--- config.mk ---
export PLATFORM = sky130hd
export DESIGN_NAME = asram_ctrl
export DESIGN_NICKNAME = d
export VERILOG_FILES = /design/src/rtl/asram_pkg.sv /design/src/rtl/asram_timer.sv /design/src/rtl/asram_seq.sv /design/src/rtl/asram_datapath.sv /design/src/rtl/asram_ctrl.sv
export SDC_FILE = /design/constraint.sdc
export NUM_CORES = 1
export LEC_CHECK = 0
export ABC_AREA = 1
export BUFFER_PORTS_ARGS = -buffer_cell sky130_fd_sc_hd__buf_2
export CORE_AREA = 2 2 74 76
export DETAILED_ROUTE_END_ITERATION = 10
export DIE_AREA = 0 0 76 78
export GPL_TIMING_DRIVEN = 0
export PLACE_DENSITY = 0.66
export SLEW_MARGIN = 25
export SYNTH_ARGS = -nofsm -noshare
export SYNTH_HDL_FRONTEND = slang
export SYNTH_SLANG_ARGS = --single-unit
--- constraint.sdc ---
create_clock -name clk -period 2.55 [get_ports clk]
set_clock_uncertainty 0.2 [all_clocks]
set_input_delay 0.3825 -clock clk [delete_from_list [all_inputs] [get_ports clk]]
set_output_delay 0.3825 -clock clk [all_outputs]
set_load 0.01 [all_outputs]
--- src/rtl/asram_pkg.sv ---
// Package: shared types and cycle arithmetic for the static RAM controller.
// Assumes all timing figures are whole nanoseconds and the period is > 0.
package asram_pkg;

    // Sequencer phases
    typedef enum logic [2:0] {
        ST_IDLE  = 3'd0,
        ST_RD    = 3'd1,
        ST_WSET  = 3'd2,
        ST_WPUL  = 3'd3,
        ST_WHOLD = 3'd4,
        ST_TURN  = 3'd5
    } seq_state_t;

    // Cycles needed to cover ns nanoseconds, never fewer than one
    function automatic int ns_to_cyc(input int ns, input int period_ns);
        int c;
        c = (ns + period_ns - 1) / period_ns;
        return (c < 1) ? 1 : c;
    endfunction

    // Larger of two integers
    function automatic int imax(input int a, input int b);
        return (a > b) ? a : b;
    endfunction

endpackage

--- src/rtl/asram_timer.sv ---
// Module: phase length down-counter.
// Loads a value, counts down to zero and holds there; zero_o flags the last
// cycle of a phase. Assumes load_val fits in CNT_W bits.
module asram_timer #(
    parameter int CNT_W = 2
) (
    input  logic             clk,
    input  logic             rst_n,
    input  logic             load,
    input  logic [CNT_W-1:0] load_val,
    output logic             zero_o
);

    logic [CNT_W-1:0] cnt_q;

    // Count register: load has priority, otherwise decrement to zero
    always_ff @(posedge clk) begin
        if (!rst_n)
            cnt_q <= '0;
        else if (load)
            cnt_q <= load_val;
        else if (cnt_q != '0)
            cnt_q <= cnt_q - 1'b1;
    end

    assign zero_o = (cnt_q == '0);

endmodule

--- src/rtl/asram_seq.sv ---
// Module: read/write/turnaround sequencer with registered memory strobes.
// Assumes the phase cycle counts are at least one and fit in CNT_W bits
// after subtracting one. All strobes are flops, so none can glitch.
module asram_seq
    import asram_pkg::*;
#(
    parameter int CNT_W  = 2,
    parameter int RD_CYC = 3,
    parameter int WE_CYC = 2,
    parameter int TA_CYC = 1
) (
    input  logic             clk,
    input  logic             rst_n,
    input  logic             req_valid,
    input  logic             req_write,
    input  logic             zero_i,
    output logic             load_o,
    output logic [CNT_W-1:0] load_val_o,
    output logic             accept_o,
    output logic             capture_o,
    output logic             ready_o,
    output logic             done_o,
    output logic             ce_n_o,
    output logic             oe_n_o,
    output logic             we_n_o,
    output logic             dq_oe_o
);

    localparam logic [CNT_W-1:0] RD_LOAD = CNT_W'(RD_CYC - 1);
    localparam logic [CNT_W-1:0] WE_LOAD = CNT_W'(WE_CYC - 1);
    localparam logic [CNT_W-1:0] TA_LOAD = CNT_W'(TA_CYC - 1);

    seq_state_t state_q;

    assign ready_o   = (state_q == ST_IDLE);
    assign accept_o  = ready_o && req_valid;
    assign capture_o = (state_q == ST_RD) && zero_i;

    // Timer reload at each phase entry
    always_comb begin
        load_o     = 1'b0;
        load_val_o = '0;
        if (accept_o) begin
            load_o     = 1'b1;
            load_val_o = req_write ? '0 : RD_LOAD;
        end else if (state_q == ST_WSET) begin
            load_o     = 1'b1;
            load_val_o = WE_LOAD;
        end else if (capture_o) begin
            load_o     = 1'b1;
            load_val_o = TA_LOAD;
        end
    end

    // Phase register and memory strobes
    always_ff @(posedge clk) begin
        if (!rst_n) begin
            state_q <= ST_IDLE;
            ce_n_o  <= 1'b1;
            oe_n_o  <= 1'b1;
            we_n_o  <= 1'b1;
            dq_oe_o <= 1'b0;
            done_o  <= 1'b0;
        end else begin
            done_o <= 1'b0;
            unique case (state_q)
                ST_IDLE: begin
                    if (req_valid) begin
                        ce_n_o <= 1'b0;
                        if (req_write) begin
                            state_q <= ST_WSET;
                            dq_oe_o <= 1'b1;
                        end else begin
                            state_q <= ST_RD;
                            oe_n_o  <= 1'b0;
                        end
                    end
                end
                ST_RD: begin
                    if (zero_i) begin
                        ce_n_o  <= 1'b1;
                        oe_n_o  <= 1'b1;
                        done_o  <= 1'b1;
                        state_q <= ST_TURN;
                    end
                end
                ST_WSET: begin
                    we_n_o  <= 1'b0;
                    state_q <= ST_WPUL;
                end
                ST_WPUL: begin
                    if (zero_i) begin
                        we_n_o  <= 1'b1;
                        state_q <= ST_WHOLD;
                    end
                end
                ST_WHOLD: begin
                    ce_n_o  <= 1'b1;
                    dq_oe_o <= 1'b0;
                    done_o  <= 1'b1;
                    state_q <= ST_IDLE;
                end
                ST_TURN: begin
                    if (zero_i)
                        state_q <= ST_IDLE;
                end
                default: state_q <= ST_IDLE;
            endcase
        end
    end

endmodule

--- src/rtl/asram_datapath.sv ---
// Module: address, write data and read data registers.
// Address and write data are held from acceptance until the next request;
// read data is captured from the bus on the last read cycle.
module asram_datapath #(
    parameter int ADDR_W = 19,
    parameter int DATA_W = 8
) (
    input  logic              clk,
    input  logic              rst_n,
    input  logic              accept_i,
    input  logic              is_write_i,
    input  logic              capture_i,
    input  logic [ADDR_W-1:0] req_addr,
    input  logic [DATA_W-1:0] req_wdata,
    input  logic [DATA_W-1:0] mem_dq_i,
    output logic [ADDR_W-1:0] mem_addr,
    output logic [DATA_W-1:0] mem_dq_o,
    output logic [DATA_W-1:0] rdata_o
);

    // Address register, loaded on every accepted request
    always_ff @(posedge clk) begin
        if (!rst_n)
            mem_addr <= '0;
        else if (accept_i)
            mem_addr <= req_addr;
    end

    // Write data register, loaded only for writes
    always_ff @(posedge clk) begin
        if (!rst_n)
            mem_dq_o <= '0;
        else if (accept_i && is_write_i)
            mem_dq_o <= req_wdata;
    end

    // Read data register, loaded on the last read cycle
    always_ff @(posedge clk) begin
        if (!rst_n)
            rdata_o <= '0;
        else if (capture_i)
            rdata_o <= mem_dq_i;
    end

endmodule

--- src/rtl/asram_ctrl.sv ---
// Module: top of the asynchronous static RAM controller.
// Converts the memory's nanosecond minimums into cycle counts for the
// given clock period and ties timer, sequencer and datapath together.
// Assumes one request at a time and that the pad ring merges the bus.
module asram_ctrl
    import asram_pkg::*;
#(
    parameter int ADDR_W        = 19,
    parameter int DATA_W        = 8,
    parameter int CLK_PERIOD_NS = 20,
    parameter int T_RC_NS       = 45,
    parameter int T_AA_NS       = 45,
    parameter int T_DOE_NS      = 20,
    parameter int T_WC_NS       = 45,
    parameter int T_PWE_NS      = 35,
    parameter int T_AW_NS       = 35,
    parameter int T_SD_NS       = 25,
    parameter int T_HZ_NS       = 15
) (
    input  logic              clk,
    input  logic              rst_n,
    input  logic              req_valid,
    input  logic              req_write,
    input  logic [ADDR_W-1:0] req_addr,
    input  logic [DATA_W-1:0] req_wdata,
    output logic              req_ready,
    output logic              rsp_done,
    output logic [DATA_W-1:0] rsp_rdata,
    output logic [ADDR_W-1:0] mem_addr,
    output logic              mem_ce_n,
    output logic              mem_oe_n,
    output logic              mem_we_n,
    output logic [DATA_W-1:0] mem_dq_o,
    output logic              mem_dq_oe,
    input  logic [DATA_W-1:0] mem_dq_i
);

    localparam int P       = CLK_PERIOD_NS;
    localparam int RD_CYC  = imax(ns_to_cyc(T_RC_NS, P),
                             imax(ns_to_cyc(T_AA_NS, P), ns_to_cyc(T_DOE_NS, P)));
    localparam int WC_REST = ns_to_cyc(T_WC_NS, P) - 2;
    localparam int AW_REST = ns_to_cyc(T_AW_NS, P) - 1;
    localparam int WE_CYC  = imax(imax(ns_to_cyc(T_PWE_NS, P), ns_to_cyc(T_SD_NS, P)),
                             imax(imax(WC_REST, AW_REST), 1));
    localparam int TA_CYC  = ns_to_cyc(T_HZ_NS, P);
    localparam int CNT_MAX = imax(RD_CYC, imax(WE_CYC, TA_CYC));
    localparam int CNT_W   = (CNT_MAX < 2) ? 1 : $clog2(CNT_MAX);

    logic             zero;
    logic             load;
    logic [CNT_W-1:0] load_val;
    logic             accept;
    logic             capture;

    asram_timer #(.CNT_W(CNT_W)) timer_i (
        .clk      (clk),
        .rst_n    (rst_n),
        .load     (load),
        .load_val (load_val),
        .zero_o   (zero)
    );

    asram_seq #(
        .CNT_W  (CNT_W),
        .RD_CYC (RD_CYC),
        .WE_CYC (WE_CYC),
        .TA_CYC (TA_CYC)
    ) seq_i (
        .clk        (clk),
        .rst_n      (rst_n),
        .req_valid  (req_valid),
        .req_write  (req_write),
        .zero_i     (zero),
        .load_o     (load),
        .load_val_o (load_val),
        .accept_o   (accept),
        .capture_o  (capture),
        .ready_o    (req_ready),
        .done_o     (rsp_done),
        .ce_n_o     (mem_ce_n),
        .oe_n_o     (mem_oe_n),
        .we_n_o     (mem_we_n),
        .dq_oe_o    (mem_dq_oe)
    );

    asram_datapath #(.ADDR_W(ADDR_W), .DATA_W(DATA_W)) dp_i (
        .clk        (clk),
        .rst_n      (rst_n),
        .accept_i   (accept),
        .is_write_i (req_write),
        .capture_i  (capture),
        .req_addr   (req_addr),
        .req_wdata  (req_wdata),
        .mem_dq_i   (mem_dq_i),
        .mem_addr   (mem_addr),
        .mem_dq_o   (mem_dq_o),
        .rdata_o    (rsp_rdata)
    );

endmodule

==> summary.md, run 1 <==
| Metric | Value |
|---|---|
| Status | completed |
| Placed wire-length estimate | 2.95 mm |
| Hold Startpoint | req_wdata[3] |
| Post-synthesis cell area | 1750 um^2 |
| Worst-path fanout max | 7 |
| Wire per inst | 10.9 um |
| Layout cell share with drive strength beyond 1 | 0.328 |
| Setup-failing EPs final | 0 |
| Die area | 5930 um^2 |
| Sequential cell area | 901 um^2 |
| Post-route ant nets | 0 |
| Power Density | 1030 nW/um^2 |
| Critical Path End Type | output port |
| Reg2reg start | seq_i.state_q[0]$_SDFFE_PN0P_ |
| Yosys cell types | 22 |
| Synthesized net count | 264 |
| Largest net degree at the start of global routing | 14 |
| Buffers on Ports | 79 |
| Chip width | 76 um |
| Routed wire length | 4.15 mm |
| Worst EP required | 1.97 ns |
| Hold Path Cell Cnt | 3 |
| Period utilization | 0.714 |
| Antenna cells | 0 |
| Synthesis Warnings | 0 |
| Number of synthesized register bits | 45 |
| Global-route wire length before repair | 6.82 mm |
| Power, Total | 2380 uW |
| CTS Buf Count | 5 |
| Leakage power | 0.00114 uW |
| Area taken by multi-input logic gates | 713 um^2 |
| H-tree Lvls | 2 |
| Initial DRC count | 38 |
| Vias per inst | 4.48 |
| RR Endpoint | dp_i.mem_dq_o[4]$_SDFFE_PN0P_ |
| Worst Slack Setup Final | 0.729 ns |
| Hold Path Class | in2reg |
| Synth Instances | 224 |
| Gr ovfl total | 0 |
| Pre-antenna DRT Iters | 4 |
| Placeable Area | 5040 um^2 |
| DP Cell Count | 373 |
| Final Hold Fails | 0 |
| Post-CTS setup buffers | 0 |
| Layout Cells excl Fill | 381 |
| CTS clock-pin slew for the worst setup and hold paths | 0.09 ns |
| Final #Nets | 350 |
| CP startpoint | seq_i.state_q[2]$_SDFFE_PN0P_ |
| Seq/Total Area, Yosys | 0.515 |
| Kind of critical path | reg2out |
| Max Slew Vio Count | 0 |
| Synthesis-to-layout area growth | 32.4% |
| # fillers | 536 |
| Crit start category | flip-flop |
| Gr usage total | 0.142 |
| Num rows | 26 |
| Worst reg2reg path depth | 6 |
| Worst R2R Setup Slack | 1.00 ns |
| Final Wtd Congestion | 0.843 |
| Critical Path AT | 1.24 ns |
| Num Clock Sinks | 45 |
| Vias in the first global route | 1505 |
| VDD IR max | 467 uV |
| DR DRC count | 0 |
| Slew margin rel. | 0.686 |
| Fin crit period | 1.82 ns |
| Skew-Pair Late Insertion Delay | 0.30 ns |
| Dpl ws | 0.991 ns |
| Initial Util | 0.347 |
| Final TNS setup | 0 ns |
| RSZ-0062 raised after global routing | no |
| CTS max path bufs | 2 |
| Initial antenna violation count | 0 |
| Via count | 1705 |
| Hold buffers post-CTS | 0 |
| Crit path capture | req_ready |
| CTS resizes | 0 |
| Syn Area/Cell | 7.80 um^2 |
| Slew @ Worst Pin | 0.471 ns |
| CTS tree | built |
| Chip height | 78 um |
| Clk root buf | clkbuf_8 |
| Max Cap Viol | 0 |
| Fmax | 549 MHz |
| Ports | 80 |
-- critical path: stages (launching register included) --
cell,delay [ns]
dfxtp_1,0.51
inv_2,0.12
nand2_1,0.10
inv_1,0.07
buf_2,0.14
-- through the flow --
stage / instance area, um^2 / hold slack (ns) / utilization
floorplan: 1750 / 0.280 / -
global placement: 2230 / 0.248 / 0.442
detailed placement: 2230 / 0.252 / 0.442
CTS: 2310 / 0.0868 / 0.459
global route: 2310 / 0.0998 / 0.459
finish: 2310 / 0.0955 / 0.459
-- cells by family after synthesis --
logic type / count (synthesis) / share of synthesized area
and+or+nand+nor: 105 / 0.260
AOI/OAI and AO/OA: 47 / 0.136
DFF: 45 / 0.515
buffers and inverters: 25 / 0.0766
xor gates and xnor gates: 1 / 0.00501
adders and majority gates: 1 / 0.00716
-- flip-flops by register name (all words and copies together) (netlist names), 2 cells and up --
name	flops
dp_i.mem_dq_o	8
seq_i.state_q	3
timer_i.cnt_q	2
dp_i.mem_addr	19
dp_i.rdata_o	8
-- cells in the mapped netlist, drive strengths merged --
| master | count | area [um^2] |
|---|---|---|
| nor2 | 42 | 180 |
| clkbuf | 5 | 38.8 |
| nor3 | 1 | 5.00 |
| o211ai | 1 | 7.51 |
| ha | 1 | 12.5 |
| nand3 | 7 | 52.6 |
| buf | 4 | 35.0 |
| inv | 16 | 60.1 |
| dfxtp | 45 | 901 |
| nand4 | 3 | 18.8 |
| a21oi | 25 | 125 |
| xnor2 | 1 | 8.76 |
| nand2 | 52 | 198 |
| o21ai | 21 | 105 |
-- per-layer routing --
| metal | GRT usage | vias up | share of wire |
|---|---|---|---|
| met2 | 0.230 | 52 | 0.47 |
| met1 | 0.183 | 759 | 0.46 |
| met5 | 0 | - | 0 |
| met4 | 0.0382 | 0 | 0.0096 |
| met3 | 0.0442 | 4 | 0.061 |
| li1 | - | 890 | - |
-- power breakdown --
group	switching [uW]	internal, uW
clock	246	194
combinational	569	388
sequential	100	878
-- area by class of cell --
class,instances,area share
timing repair buffer,79,0.171
clock buffer,7,0.0330
multi-input combinational,154,0.308
inverter,16,0.0259
clock inverter,1,0.00324
buffer,9,0.0319
tap,70,0.0378
sequential,45,0.389
-- worst min-delay path by stage --
stage	to	slack [ns]
6_report	dp_i.mem_dq_o[3]$_SDFFE_PN0P_	0.1
5_1_grt	dp_i.mem_dq_o[4]$_SDFFE_PN0P_	0.1
4_1_cts	dp_i.mem_dq_o[1]$_SDFFE_PN0P_	0.09
3_5_place_dp	dp_i.mem_addr[13]$_SDFFE_PN0N_	0.25
3_3_place_gp	dp_i.mem_addr[15]$_SDFFE_PN0N_	0.25
2_1_floorplan	seq_i.oe_n_o$_SDFFE_PN1P_	0.28
-- cell usage in the layout (no fill, tap or decap), types with 3 or more instances in the layout --
master     n
inv_1     11
o21ai_0   21
nand3_1    5
nand4_1    3
clkbuf_8   7
nor2_1    39
buf_2     80
dfxtp_1   45
clkbuf_1   5
a21oi_1   25
nor2_4     3
nand2_1   51
inv_2      5
Note: power is estimated with default switching activity, not from simulation.
==> run 2: changes to the inputs <==
PLACE_DENSITY = 0.69   (was 0.66)
clock period = 1.5 ns   (was 2.55 ns; I/O delays follow)
==> run 2 against run 1 <==
  * The run now ends with negative setup slack left
  * Die area stayed put
  * Worst setup slack worse by 0.74 ns
  * Critical path depth stayed put
  * Sequential share of layout area is 6.7 points lower
  * Final area is 22% higher
  * Register-to-register slack worse by 0.95 ns
  * Non-clock buffer count is 45 higher
  * Core utilization is 10 points higher
  * Clock power is 120% higher
  * Hold slack better by 0.010 ns
  * Sequential power is 73% higher
  * Flip-flop and latch count stayed put
  * Critical path type unchanged
==> summary.md, run 2 (same netlist as run 1, synthesis figures left out) <==
| Metric | Value |
|---|---|
| Synthesis-to-layout area growth | 62.2% |
| Initial antenna violation count | 0 (unchanged) |
| Skew-Pair Late Insertion Delay | 0.30 ns (about the same) |
| Hold Startpoint | rst_n |
| Final Hold Fails | 0 (unchanged) |
| DR DRC count | 0 (unchanged) |
| Critical Path End Type | output port |
| Chip width | 76 um (unchanged) |
| Worst EP required | 1.07 ns (-0.90 ns) |
| Core Util, Final | 0.562 (+0.103) |
| Failing checks | negative setup slack |
| Max Slew Vio Count | 0 (unchanged) |
| Met1 Usage GRT | 0.190 (+0.00757) |
| Buffers on Ports | 79 (unchanged) |
| Power, Total | 4640 uW (+95%) |
| H-tree Lvls | 2 (unchanged) |
| Hold Path Cell Cnt | 3 (unchanged) |
| Largest net degree at the start of global routing | 15 (+1) |
| Hold Path End | dp_i.mem_addr[1]$_SDFFE_PN0N_ |
| RR Endpoint | dp_i.mem_dq_o[7]$_SDFFE_PN0P_ |
| Worst reg2reg path depth | 6 (unchanged) |
| CTS clock-pin slew for the worst setup and hold paths | 0.09 ns (about the same) |
| Via count | 1896 (+11%) |
| Kind of critical path | reg2out |
| Most common cell after layout, fill and taps aside | buf_2 |
| Gr ovfl total | 0 (unchanged) |
| Setup-failing EPs final | 1 (+1) |
| RSZ-0062 raised after global routing | yes |
| Gr usage total | 0.169 (+0.0270) |
| Commonest cells after routing, fill and taps aside | buf_2, nand2_1, dfxtp_1, nor2_1, dlygate4sd3_1 |
| Antenna cells | 0 (unchanged) |
| Crit start category | flip-flop |
| Final Instance Area | 2840 um^2 (+22%) |
| Wire per inst | 11.3 um (+3.7%) |
| Global-route wire length before repair | 8.16 mm (+20%) |
| Power Density | 1640 nW/um^2 (+59%) |
| Status | finished, violations left |
| VDD IR max | 806 uV (+73%) |
| Worst R2R Setup Slack | 0.05 ns (-0.95 ns) |
| CTS tree | built |
| Vias in the first global route | 1854 (+23%) |
| Initial Util | 0.347 (unchanged) |
| Period utilization | 1.01 |
| GR Util met2 | 0.308 (+0.0777) |
| Hold Path Class | in2reg |
| Largest register FFs | 19 (unchanged) |
| Final Wtd Congestion | 0.813 (-3.6%) |
| Fin crit period | 1.51 ns |
| Top reg by flops | dp_i.mem_addr |
| Num rows | 26 (unchanged) |
| Post-route ant nets | 0 (unchanged) |
| Pre-antenna DRT Iters | 4 (unchanged) |
| Placed wire-length estimate | 2.95 mm (-0.27%) |
| Slew @ Worst Pin | 0.469 ns (-0.00213 ns) |
| Reg2reg start | seq_i.state_q[0]$_SDFFE_PN0P_ |
| Num Clock Sinks | 45 (unchanged) |
| Dpl cell area | 2230 um^2 (unchanged) |
| Routed wire length | 4.82 mm (+16%) |
| Placeable Area | 5040 um^2 (unchanged) |
| Worst Slack Setup Final | -0.0145 ns (-0.744 ns) |
| Most used routing layer | met2 |
| Max Cap Viol | 0 (unchanged) |
| Initial DRC count | 32 (-16%) |
| Clk root buf | clkbuf_8 |
| Largest regs | dp_i.mem_addr x19, dp_i.mem_dq_o x8, dp_i.rdata_o x8 |
| Layout cell share with drive strength beyond 1 | 0.365 (+0.0372) |
| Final #Nets | 395 (+13%) |
| Vias per inst | 4.45 (-0.54%) |
| Worst-path fanout max | 5 (-2) |
| Slew margin rel. | 0.687 (+0.00142) |
| Ports | 80 (unchanged) |
| Met3 global-route usage | 0.0512 (+0.00698) |
| Fmax | 660 MHz |
| CTS Buf Count | 5 (unchanged) |
| Die area | 5930 um^2 (unchanged) |
| Chip height | 78 um (unchanged) |
| CTS max path bufs | 2 (unchanged) |
| Critical Path AT | 1.09 ns (-0.15 ns) |
| Leakage power | 0.00135 uW (+19%) |
## run 2: changes by cell type in the layout (fill, tap and decap cells not counted), sizes merged
cell / change
buf: +10
bufinv: +1
clkbuf: -2
dlygate4sd3: +36
## run 2: area by class of cell
type | count | area [um^2]
Buffer | 8 | 63.8
Clock buffer | 6 | 82.6
Clock inverter | 2 | 37.5
Fill cell | 459 | 2210
Inverter | 16 | 62.6
Multi-Input combinational cell | 154 | 747
Sequential cell | 45 | 913
Tap cell | 70 | 87.6
Timing Repair Buffer | 125 | 841
## run 2: worst max path at each step
stage | start | end | slack (ns) | cells past startpoint
2_1_floorplan | seq_i.state_q[2]$_SDFFE_PN0P_ | seq_i.state_q[2]$_SDFFE_PN0P_ | 0.16 | 7
3_3_place_gp | seq_i.state_q[0]$_SDFFE_PN0P_ | dp_i.mem_dq_o[6]$_SDFFE_PN0P_ | -0.02 | 6
3_5_place_dp | seq_i.state_q[0]$_SDFFE_PN0P_ | dp_i.mem_dq_o[0]$_SDFFE_PN0P_ | -0.03 | 6
4_1_cts | seq_i.state_q[1]$_SDFFE_PN0P_ | dp_i.mem_dq_o[3]$_SDFFE_PN0P_ | 0.004 | 6
5_1_grt | seq_i.state_q[0]$_SDFFE_PN0P_ | req_ready | -0.07 | 4
6_report | seq_i.state_q[0]$_SDFFE_PN0P_ | req_ready | -0.01 | 4
## run 2: metrics by stage
stage          setup TNS [ns]  worst slack [ns]  hold WS [ns]  cells
6_report              -0.0145           -0.0145         0.106    426
5_1_grt                -0.291           -0.0702         0.124    426
4_1_cts                     0           0.00403        0.0830    421
3_5_place_dp           -0.125           -0.0271         0.251    373
3_3_place_gp           -0.111           -0.0189         0.246    373
2_1_floorplan               0             0.163         0.148    224
## run 2: repair_timing
action                                  CTS  global route
gates resized for setup                   8            26
hold buffers                             36             0
endpoints found under the setup margin   11            24
hold endpoints to repair                 36             0
pin swaps                                 2             9
setup buffers                             4             6
## run 2: critical path, stage by stage, from the launching register on
cell and delay, ns:
dfxtp_4 0.38, nor2_4 0.17, nand2_2 0.08, inv_2 0.07
buf_6 0.10
## run 2: where the power goes
part	internal, uW	switching, uW	leakage, uW	total (uW)
clock	542	417	0.0000574	958
sequential	1510	183	0.000371	1690
combinational	917	1070	0.000920	1980
## run 2: layer usage
layer  vias to the layer above  routed length (um)
li1                        982                   -
met4                         0                  45
met2                        52                2390
met1                       855                2110
met5                         -                   0
met3                         7                 267
